### config.mk
export PLATFORM = sky130hd
export DESIGN_NAME = ecc_word_unit
export DESIGN_NICKNAME = d
export VERILOG_FILES = /design/src/rtl/ecc_pkg.sv /design/src/rtl/ecc_encoder.sv /design/src/rtl/ecc_check.sv /design/src/rtl/ecc_fix.sv /design/src/rtl/ecc_word_unit.sv
export SDC_FILE = /design/constraint.sdc
export NUM_CORES = 1
export LEC_CHECK = 0
export CORE_MARGIN = 2
export CORE_UTILIZATION = 50
export CTS_CLUSTER_SIZE = 10
export DETAILED_ROUTE_END_ITERATION = 6
export DONT_BUFFER_PORTS = 1
export GPL_TIMING_DRIVEN = 0
export PLACE_DENSITY = 0.74
export SLEW_MARGIN = 20
export SYNTH_ARGS = -nofsm -noshare
export SYNTH_HDL_FRONTEND = slang
export SYNTH_SLANG_ARGS = --single-unit
export TNS_END_PERCENT = 10
### constraint.sdc
create_clock -name clk -period 1.5 [get_ports clk]
set_input_delay 0.15 -clock clk [delete_from_list [all_inputs] [get_ports clk]]
set_output_delay 0.15 -clock clk [all_outputs]
set_load 0.01 [all_outputs]
### src/rtl/ecc_pkg.sv
package ecc_pkg;

   // Smallest number of Hamming bits that can address every position.
   function automatic int hamming_bits(int dw);
      int r;
      r = 0;
      for (int k = 15; k >= 1; k--) begin
         if ((1 << k) >= dw + k + 1) r = k;
      end
      return r;
   endfunction

   // Codeword position of data bit j: the j-th non-power-of-two index.
   function automatic int data_pos(int j);
      int cnt;
      int res;
      cnt = 0;
      res = 0;
      for (int p = 3; p < 256; p++) begin
         if ((p & (p - 1)) != 0) begin
            if (cnt == j) res = p;
            cnt++;
         end
      end
      return res;
   endfunction

   typedef enum logic [1:0] {
      RD_CLEAN  = 2'd0,
      RD_SINGLE = 2'd1,
      RD_DOUBLE = 2'd2
   } rd_class_e;

endpackage

### src/rtl/ecc_encoder.sv
module ecc_encoder #(
   parameter int DATA_W = 16,
   localparam int HAM_W = ecc_pkg::hamming_bits(DATA_W),
   localparam int CHK_W = HAM_W + 1
) (
   input  logic [DATA_W-1:0] data,
   output logic [CHK_W-1:0]  chk
);

   logic [HAM_W-1:0] ham;

   for (genvar i = 0; i < HAM_W; i++) begin : g_ham
      logic [DATA_W-1:0] taps;
      for (genvar j = 0; j < DATA_W; j++) begin : g_tap
         localparam int P = ecc_pkg::data_pos(j);
         if (((P >> i) & 1) != 0) begin : g_on
            assign taps[j] = data[j];
         end else begin : g_off
            assign taps[j] = 1'b0;
         end
      end
      assign ham[i] = ^taps;
   end

   assign chk = {(^data) ^ (^ham), ham};

endmodule

### src/rtl/ecc_check.sv
module ecc_check #(
   parameter int DATA_W = 16,
   localparam int HAM_W   = ecc_pkg::hamming_bits(DATA_W),
   localparam int CHK_W   = HAM_W + 1,
   localparam int MAX_POS = DATA_W + HAM_W
) (
   input  logic [DATA_W-1:0]  data,
   input  logic [CHK_W-1:0]   chk,
   output logic [HAM_W-1:0]   syn,
   output ecc_pkg::rd_class_e cls
);

   localparam logic [HAM_W-1:0] MAX_POS_V = HAM_W'(MAX_POS);

   logic [CHK_W-1:0] regen;
   logic             par_bad;

   ecc_encoder #(.DATA_W(DATA_W)) u_regen (
      .data (data),
      .chk  (regen)
   );

   assign syn     = regen[HAM_W-1:0] ^ chk[HAM_W-1:0];
   assign par_bad = (^data) ^ (^chk);

   always_comb begin
      if (!par_bad && syn == '0)      cls = ecc_pkg::RD_CLEAN;
      else if (par_bad && syn <= MAX_POS_V) cls = ecc_pkg::RD_SINGLE;
      else                            cls = ecc_pkg::RD_DOUBLE;
   end

endmodule

### src/rtl/ecc_fix.sv
module ecc_fix #(
   parameter int DATA_W = 16,
   localparam int HAM_W = ecc_pkg::hamming_bits(DATA_W)
) (
   input  logic [DATA_W-1:0] data,
   input  logic [HAM_W-1:0]  syn,
   output logic [DATA_W-1:0] fixed
);

   for (genvar j = 0; j < DATA_W; j++) begin : g_bit
      localparam int P = ecc_pkg::data_pos(j);
      assign fixed[j] = data[j] ^ (syn == HAM_W'(P));
   end

endmodule

### src/rtl/ecc_word_unit.sv
module ecc_word_unit #(
   parameter int DATA_W = 16,
   localparam int HAM_W = ecc_pkg::hamming_bits(DATA_W),
   localparam int CHK_W = HAM_W + 1
) (
   input  logic              clk,
   input  logic              rst_n,
   input  logic [DATA_W-1:0] wr_data,
   input  logic              diag_en,
   input  logic [CHK_W-1:0]  diag_chk_in,
   output logic [DATA_W-1:0] store_data,
   output logic [CHK_W-1:0]  store_chk,
   input  logic              rd_req,
   input  logic              corr_dis,
   input  logic [DATA_W-1:0] mem_data,
   input  logic [CHK_W-1:0]  mem_chk,
   output logic              rd_ready,
   output logic              rd_stall,
   output logic [DATA_W-1:0] rd_data,
   output logic [CHK_W-1:0]  rd_chk,
   output logic              err_single,
   output logic              err_double,
   output logic [HAM_W-1:0]  err_pos
);

   if (DATA_W < 4 || DATA_W > 200) begin : g_bad_width
      $error("ecc_word_unit: DATA_W must lie in 4..200");
   end
   if (HAM_W < 3) begin : g_bad_ham
      $error("ecc_word_unit: derived Hamming width too small");
   end

   // ---------------- write path ----------------
   logic [CHK_W-1:0] gen_chk;

   ecc_encoder #(.DATA_W(DATA_W)) u_enc (
      .data (wr_data),
      .chk  (gen_chk)
   );

   assign store_data = wr_data;
   assign store_chk  = diag_en ? diag_chk_in : gen_chk;

   // ---------------- read path: stage 1 ----------------
   logic [HAM_W-1:0]   syn;
   ecc_pkg::rd_class_e cls;

   ecc_check #(.DATA_W(DATA_W)) u_chk (
      .data (mem_data),
      .chk  (mem_chk),
      .syn  (syn),
      .cls  (cls)
   );

   logic              s1_v, s1_fix, s1_single, s1_double;
   logic [DATA_W-1:0] s1_data;
   logic [CHK_W-1:0]  s1_chk;
   logic [HAM_W-1:0]  s1_syn;
   logic              accept, fix_pend;

   assign fix_pend = s1_v & s1_fix;
   assign accept   = rd_req & ~fix_pend;

   always_ff @(posedge clk or negedge rst_n) begin
      if (!rst_n) begin
         s1_v      <= 1'b0;
         s1_fix    <= 1'b0;
         s1_single <= 1'b0;
         s1_double <= 1'b0;
         s1_data   <= '0;
         s1_chk    <= '0;
         s1_syn    <= '0;
      end else begin
         s1_v <= accept;
         if (accept) begin
            s1_data   <= mem_data;
            s1_chk    <= mem_chk;
            s1_syn    <= syn;
            s1_single <= (cls == ecc_pkg::RD_SINGLE);
            s1_double <= (cls == ecc_pkg::RD_DOUBLE);
            s1_fix    <= (cls == ecc_pkg::RD_SINGLE) && (syn != '0) && !corr_dis;
         end
      end
   end

   // ---------------- read path: correction stage ----------------
   logic [DATA_W-1:0] fixed_data;
   logic [DATA_W-1:0] s2_data;
   logic              s2_v;

   ecc_fix #(.DATA_W(DATA_W)) u_fix (
      .data  (s1_data),
      .syn   (s1_syn),
      .fixed (fixed_data)
   );

   always_ff @(posedge clk or negedge rst_n) begin
      if (!rst_n) begin
         s2_v    <= 1'b0;
         s2_data <= '0;
      end else begin
         s2_v <= fix_pend;
         if (fix_pend) s2_data <= fixed_data;
      end
   end

   // Stage-1 registers hold during the correction cycle (no accept),
   // so flags, check bits and position serve both result paths.
   assign rd_ready   = (s1_v & ~s1_fix) | s2_v;
   assign rd_stall   = fix_pend;
   assign rd_data    = s2_v ? s2_data : s1_data;
   assign rd_chk     = s1_chk;
   assign err_single = rd_ready & s1_single;
   assign err_double = rd_ready & s1_double;
   assign err_pos    = (rd_ready & s1_single) ? s1_syn : '0;

   // ---------------- assertions ----------------
   AST_CLEAN_ONE_CYCLE: assert property (@(posedge clk) disable iff (!rst_n)
      accept |=> (rd_ready || rd_stall));

   AST_STALL_THEN_RESULT: assert property (@(posedge clk) disable iff (!rst_n)
      rd_stall |=> (rd_ready && !rd_stall));

   AST_FLAGS_EXCLUSIVE: assert property (@(posedge clk) disable iff (!rst_n)
      $onehot0({err_single, err_double}));

   AST_DISABLED_NO_STALL: assert property (@(posedge clk) disable iff (!rst_n)
      (accept && corr_dis) |=> !rd_stall);

   AST_REFUSED_NO_STALL: assert property (@(posedge clk) disable iff (!rst_n)
      (rd_stall && rd_req) |=> !rd_stall);

endmodule

# Word level (Yosys, flattened, before mapping)
# Index checks and enable logic that the tools add are counted.
totals:
  register_bits: 48
  inputBits: 49
  out_inout_bits: 53
  wordCells: 82
op_classes:
  magnitude_cmp: 1
  n_eq_ne: 18
  muxes: 5
  n_bitwise: 27
  reduce_logical: 22
ops:
  columns: ["op", "n"]
  rows:
  - ["16-bit XOR reduction", 12]
  - ["5-bit by 4-bit equality test with 1-bit output (second input constant)", 7]
  - ["5-bit equality test (second input constant)", 5]
  - ["1-bit XOR", 18]
  - ["16-bit two-way mux", 1]
  - ["5-bit by 3-bit equality test with 1-bit output (second input constant)", 3]
  - ["6-bit two-way mux", 1]
  - ["6-bit XOR reduction", 1]
  - ["1-bit AND", 5]
  - ["5-bit by 2-bit equality test with 1-bit output (second input constant)", 1]
  - ["5-bit <= comparator (second input constant)", 1]
  - ["5-bit zero test", 1]
  - ["5-bit two-way mux", 1]
  - ["5-bit nonzero test", 1]
  - ["5-bit XOR reduction", 1]
  - ["5-bit XOR", 1]
  - ["1-bit logical AND", 4]
  - ["2-bit two-way mux", 2]
  - ["2-bit by 1-bit equality test with 1-bit output (second input constant)", 1]
  - ["2-bit equality test (second input constant)", 1]
  - ["1-bit zero test", 2]
  - ["1-bit inverter", 2]
  - ["1-bit OR", 1]

# Depth between registers and ports, before layout
depth:
  depth_word: 9
  depth_mapped: 8
  depth_no_buf: 6

# Modules after synthesis
# From an unflattened synthesis, not the netlist that was laid out.
hier_totals:
  hier_cells: 300
  area_unflattened_um2: 3379.5
by_module_without_submodules:
  columns: ["mod", "instances", "cells_each", "area_each_um2", "seq_area_each_um2"]
  rows:
  - ["ecc_word_unit", 1, 172, 2247.2, 1201.2]
  - ["ecc_encoder", 2, 27, 271.5, 0.0]
  - ["ecc_fix", 1, 42, 315.3, 0.0]
  - ["ecc_check", 1, 32, 274.0, 0.0]

# Worst setup path after synthesis
# Ideal clock, no wire load.
synth_timing:
  path_type: "flip-flop to flip-flop"
  start: "register s1_fix"
  end: "register s1_fix"
  setup_time_ns: 0.141
  arrival_time_ns: 1.463
  required_time_ns: 1.359
  path_slack_ns: -0.104
  path_stages_with_launch: 8
  n_path_buf: 3
  period_less_slack_ns: 1.604
  cell_sequence: "dfrtp_1 -> and2_1 -> clkbuf_1 -> nand2b_1 -> clkbuf_1 -> inv_2 -> clkbuf_1 -> o32ai_2"
synth_via:
  elab_chain_len: 3
synth_rtl:
  columns: ["element", "line", "source"]
  rows:
  - ["from (decl)", "ecc_word_unit.sv:55", "logic s1_v, s1_fix, s1_single, s1_double;"]
  - ["from (signal assigned)", "ecc_word_unit.sv:81", "s1_fix <= (cls == ecc_pkg::RD_SINGLE) && (syn != '0) && !corr_dis;"]
  - ["1-bit AND", "ecc_word_unit.sv:61", "assign fix_pend = s1_v & s1_fix;"]
  - ["1-bit inverter", "ecc_word_unit.sv:62", "assign accept = rd_req & ~fix_pend;"]
  - ["1-bit AND", "ecc_word_unit.sv:62", null]
  - ["net accept", "ecc_word_unit.sv:59", "logic accept, fix_pend;"]
# The timed path passes the listed nets, and every way through them passes these cells.
# A chain may end at the register's enable or synchronous reset.

# Worst setup path in the final report
layout_timing:
  start: "register s2_v"
  end: "output rd_data[0]"
layout_via:
  elab_chain_len: 1
layout_rtl:
  columns: ["element", "line", "source"]
  rows:
  - ["from (decl)", "ecc_word_unit.sv:89", "logic s2_v;"]
  - ["from (signal assigned)", "ecc_word_unit.sv:102", "s2_v <= fix_pend;"]
  - ["16-bit two-way mux", "ecc_word_unit.sv:111", "assign rd_data = s2_v ? s2_data : s1_data;"]
  - ["to (decl)", "ecc_word_unit.sv:19", "output logic [DATA_W-1:0] rd_data,"]
# No other way between the ends.

==> impl_summary.txt <==
----------------------------------------------------
[Outcome]
  Run status ... complete, no violations

[Clocking]
  Bufs on Longest Clock Path ... 2
  Total number of H-tree levels ... 2
  Clock Root Buffer ... clkbuf_8
  Post-CTS clock slew at the launch and capture registers of the worst setup and hold paths ... 0.09 ns
  Clock insertion delay at the later pin of the skew report ... 0.30 ns
  Number of clock sinks ... 48
  Total CTS buffers ... 5
  TritonCTS clock tree ... done

[STA]
  Achievable clock frequency ... a little under 0.7 GHz
  Max-slew violation count ... 0
  Worst-case hold slack ... about 0.084 ns
  Total negative slack for setup checks ... 0 ns
  Transition time at the pin with the least slew margin ... 0.507 ns
  Minimum clock period ... ~1.5 ns
  Worst slew margin ... about 66%
  Post-layout worst setup margin ... 0.0382 ns
  RSZ-0062 raised after global routing ... yes
  Hold Fails Final Rpt ... 0
  Setup clock skew after layout ... just over 0.006 ns
  Endpoints failing setup ... 0
  Part of the cycle the worst path needs ... a little over nine tenths

[Floorplan]
  Die Span Y ... between 80 and 90 microns
  Effective utilization at floorplan ... about 52%
  X dimension of the die ... ~82 microns
  # IOs ... approximately 100
  Row count ... 28
  Total core area ... a little under 6000 sq um
  Floorplan die area ... 6800 sq um

[Finish]
  Number of antenna repair diodes ... 0
  Area growth from synthesis to layout ... 20.3%
  Core utilization of the finished layout ... between 60% and 70%
  Fill cells ... about 500
  Seq. cell area ... 1200 sq um
  NumNets Final ... about 430
  Final design area excluding fillers ... ~3700 sq um
  Multi-input combinational cell area ... roughly 1800 sq um
  Ratio of cells with drive above 1 in the final layout ... 19.7%

[GRT]
  First-pass GRT wire length ... between 10000 and 15000 microns
  Number of antenna violations at the first check in global routing ... 0
  Total congestion overflow ... 0
  Vias in the first global route ... roughly 2300
  Pin count of the biggest net entering global routing ... just under 50
  GRT Overall Usage ... 22.6%

[Job]
  Count of max-cap constraint violations ... 0

[Route]
  Vias ... roughly 2300
  Post-DRT Antenna Nets ... 0
  Number of remaining DRC errors ... 0
  DR WL/cell ... roughly 16 microns
  Detail Route met2 WL ... 3630 microns
  Post-Route M1 WL ... 3190 microns
  Uppermost layer routed ... met4
  Routed length on met3 ... 528 microns
  Total Routed Length ... roughly 7400 microns
  Via density per instance ... between 5 and 6
  Iter 0 DRT Violations ... between 100 and 150
  Initial DRT Pass Iterations ... 4

[Logic synthesis]
  Synth top area share ... 39.0%
  Average footprint of a synthesized cell ... 8.77 sq um
  Area of the mapped netlist ... between 3000 and 4000 sq um
  Sequential fraction of the synthesis area ... slightly below 40%
  Flip-flop and latch count after synthesis ... between 40 and 50
  Cell accounting for the most synthesized area ... dfrtp_1
  Syn Nets ... 400
  Number of warnings printed during yosys synthesis ... 0
  Synth area leaders ... dfrtp_1 39%, xnor2_1 14%, nand2_1 10%, xor2_1 7.1%, mux2_2 5.9%
  Synthesized netlist cell count ... approximately 350
  Unique masters post-synth ... 30

[Critical path]
  Sort of element at the end of the critical path ... primary output
  Setup Crit Path Kind ... reg2out
  Type of element launching the critical path ... flop
  Critical Path AT ... roughly 1.3 ns
  Worst Path Required ... ~1.4 ns
  Largest driver fanout on the critical path ... 6
  FF-to-FF setup slack ... 0.07 ns

[Pwr]
  Maximum ir drop on the vdd rail ... between 1 and 1.5 mV
  Cell leakage power ... 1.62 nW
  Power density of the placed cells ... roughly 1600 nW/um^2

[Place]
  Final HPWL DP ... approximately 5400 microns
  Number of port buffers ... 0
  Minimum setup slack after placement ... -0.455 ns
  Placed cell area ... about 3200 sq um
  Final Wtd Congestion ... between 0.9 and 1

[Hold path]
  Worst hold-check path type ... in2reg

----------------------------------------------------
-- through the flow --
stage | power (mW) | std cells
3_3_place_gp | 4.16 | 426
3_5_place_dp | 4.25 | 426
6_report | 5.79 | 455
2_1_floorplan | 3.80 | 351
5_1_grt | 6.17 | 455
4_1_cts | 5.70 | 456
-- layer usage --
layer,vias up,track usage (%)
li1,1151,-
met1,1109,29.3
met2,76,36.9
met3,8,6.52
met4,0,6.00
met5,-,0
-- sequential cells by signal, indices dropped and copies added, names as in the netlist --
| register | flops |
|---|---|
| s1_fix | 1 |
| s1_single | 1 |
| s2_data | 16 |
| s2_v | 1 |
| s1_data | 16 |
| s1_syn | 5 |
| s1_v | 1 |
| s1_double | 1 |
| rd_chk | 6 |
-- worst max-delay path, stage by stage (launching register included) --
cell and delay [ns]:
dfrtp_2 0.44, buf_4 0.18, mux2_2 0.38
-- timing repair --
action / CTS / global route
hold buffers: 25 / 0
setup buffers: 1 / 0
hold endpoints to repair: 71 / 0
resized for setup: 23 / 17
endpoints found under the setup margin: 71 / 55
pin swaps: 1 / 1
-- layout by cell type (no fill, tap or decap), types with 3 or more instances in the layout --
| cell type | count |
|---|---|
| nand2_1 | 85 |
| xnor2_1 | 47 |
| dfrtp_1 | 45 |
| dlygate4sd3_1 | 24 |
| xor2_1 | 23 |
| nor2_1 | 22 |
| buf_4 | 17 |
| mux2_2 | 16 |
| a21oi_1 | 16 |
| o21ai_0 | 8 |
| inv_1 | 7 |
| nand3_1 | 7 |
| nor3_1 | 5 |
| clkbuf_8 | 5 |
| nor2_2 | 4 |
| xnor2_2 | 4 |
| clkbuf_4 | 3 |
| buf_2 | 3 |
| bufinv_16 | 3 |
| dfrtp_2 | 3 |
-- final cells by class --
cell class	instances	area share (%)
multi-input combinational	263	47.4
tap	75	2.53
buffer	27	5.00
sequential	48	32.5
timing repair buffer	26	7.43
inverter	8	0.811
clock buffer	5	1.86
clock inverter	3	2.43
-- synthesized netlist by cell type (all sizes together) --
| cell | n |
|---|---|
| a211o | 1 |
| a211oi | 2 |
| a21boi | 1 |
| a21o | 1 |
| a21oi | 16 |
| and2 | 2 |
| buf | 20 |
| clkbuf | 12 |
| dfrtp | 48 |
| inv | 8 |
| mux2 | 16 |
| nand2 | 86 |
| nand2b | 1 |
| nand3 | 7 |
| nand4 | 1 |
| nor2 | 28 |
| nor3 | 6 |
| nor4 | 1 |
| o211ai | 1 |
| o21ai | 11 |
| o21ba | 1 |
| o32ai | 1 |
| or3 | 1 |
| xnor2 | 51 |
| xnor3 | 3 |
| xor2 | 25 |
-- report_power, final --
part	switching, mW	internal (mW)
logic	1.32	1.03
registers	0.418	1.75
clock network	0.440	0.833
total	2.17	3.61
-- path summary, 6_finish.rpt --
check / endpoint / cells after the start / from
max: rd_data[0] / 2 / s2_v
min: s1_syn[1] / 2 / rd_req
max reg2reg: s1_fix / 4 / s1_fix
min reg2reg: s2_data[8] / 2 / s2_data[8]
max in group asynchronous: s1_syn[4] / 2 / rst_n
min in group asynchronous: s2_data[4] / 2 / rst_n
-- logic make-up after synthesis --
logic type,after synthesis,synth area share (%)
simple gates,133,17.2
xor+xnor,79,24.3
flops,48,39.0
buf+inv,40,6.83
compound gates,35,6.75
mux,16,5.85
Note: power is estimated with default switching activity, not from simulation.
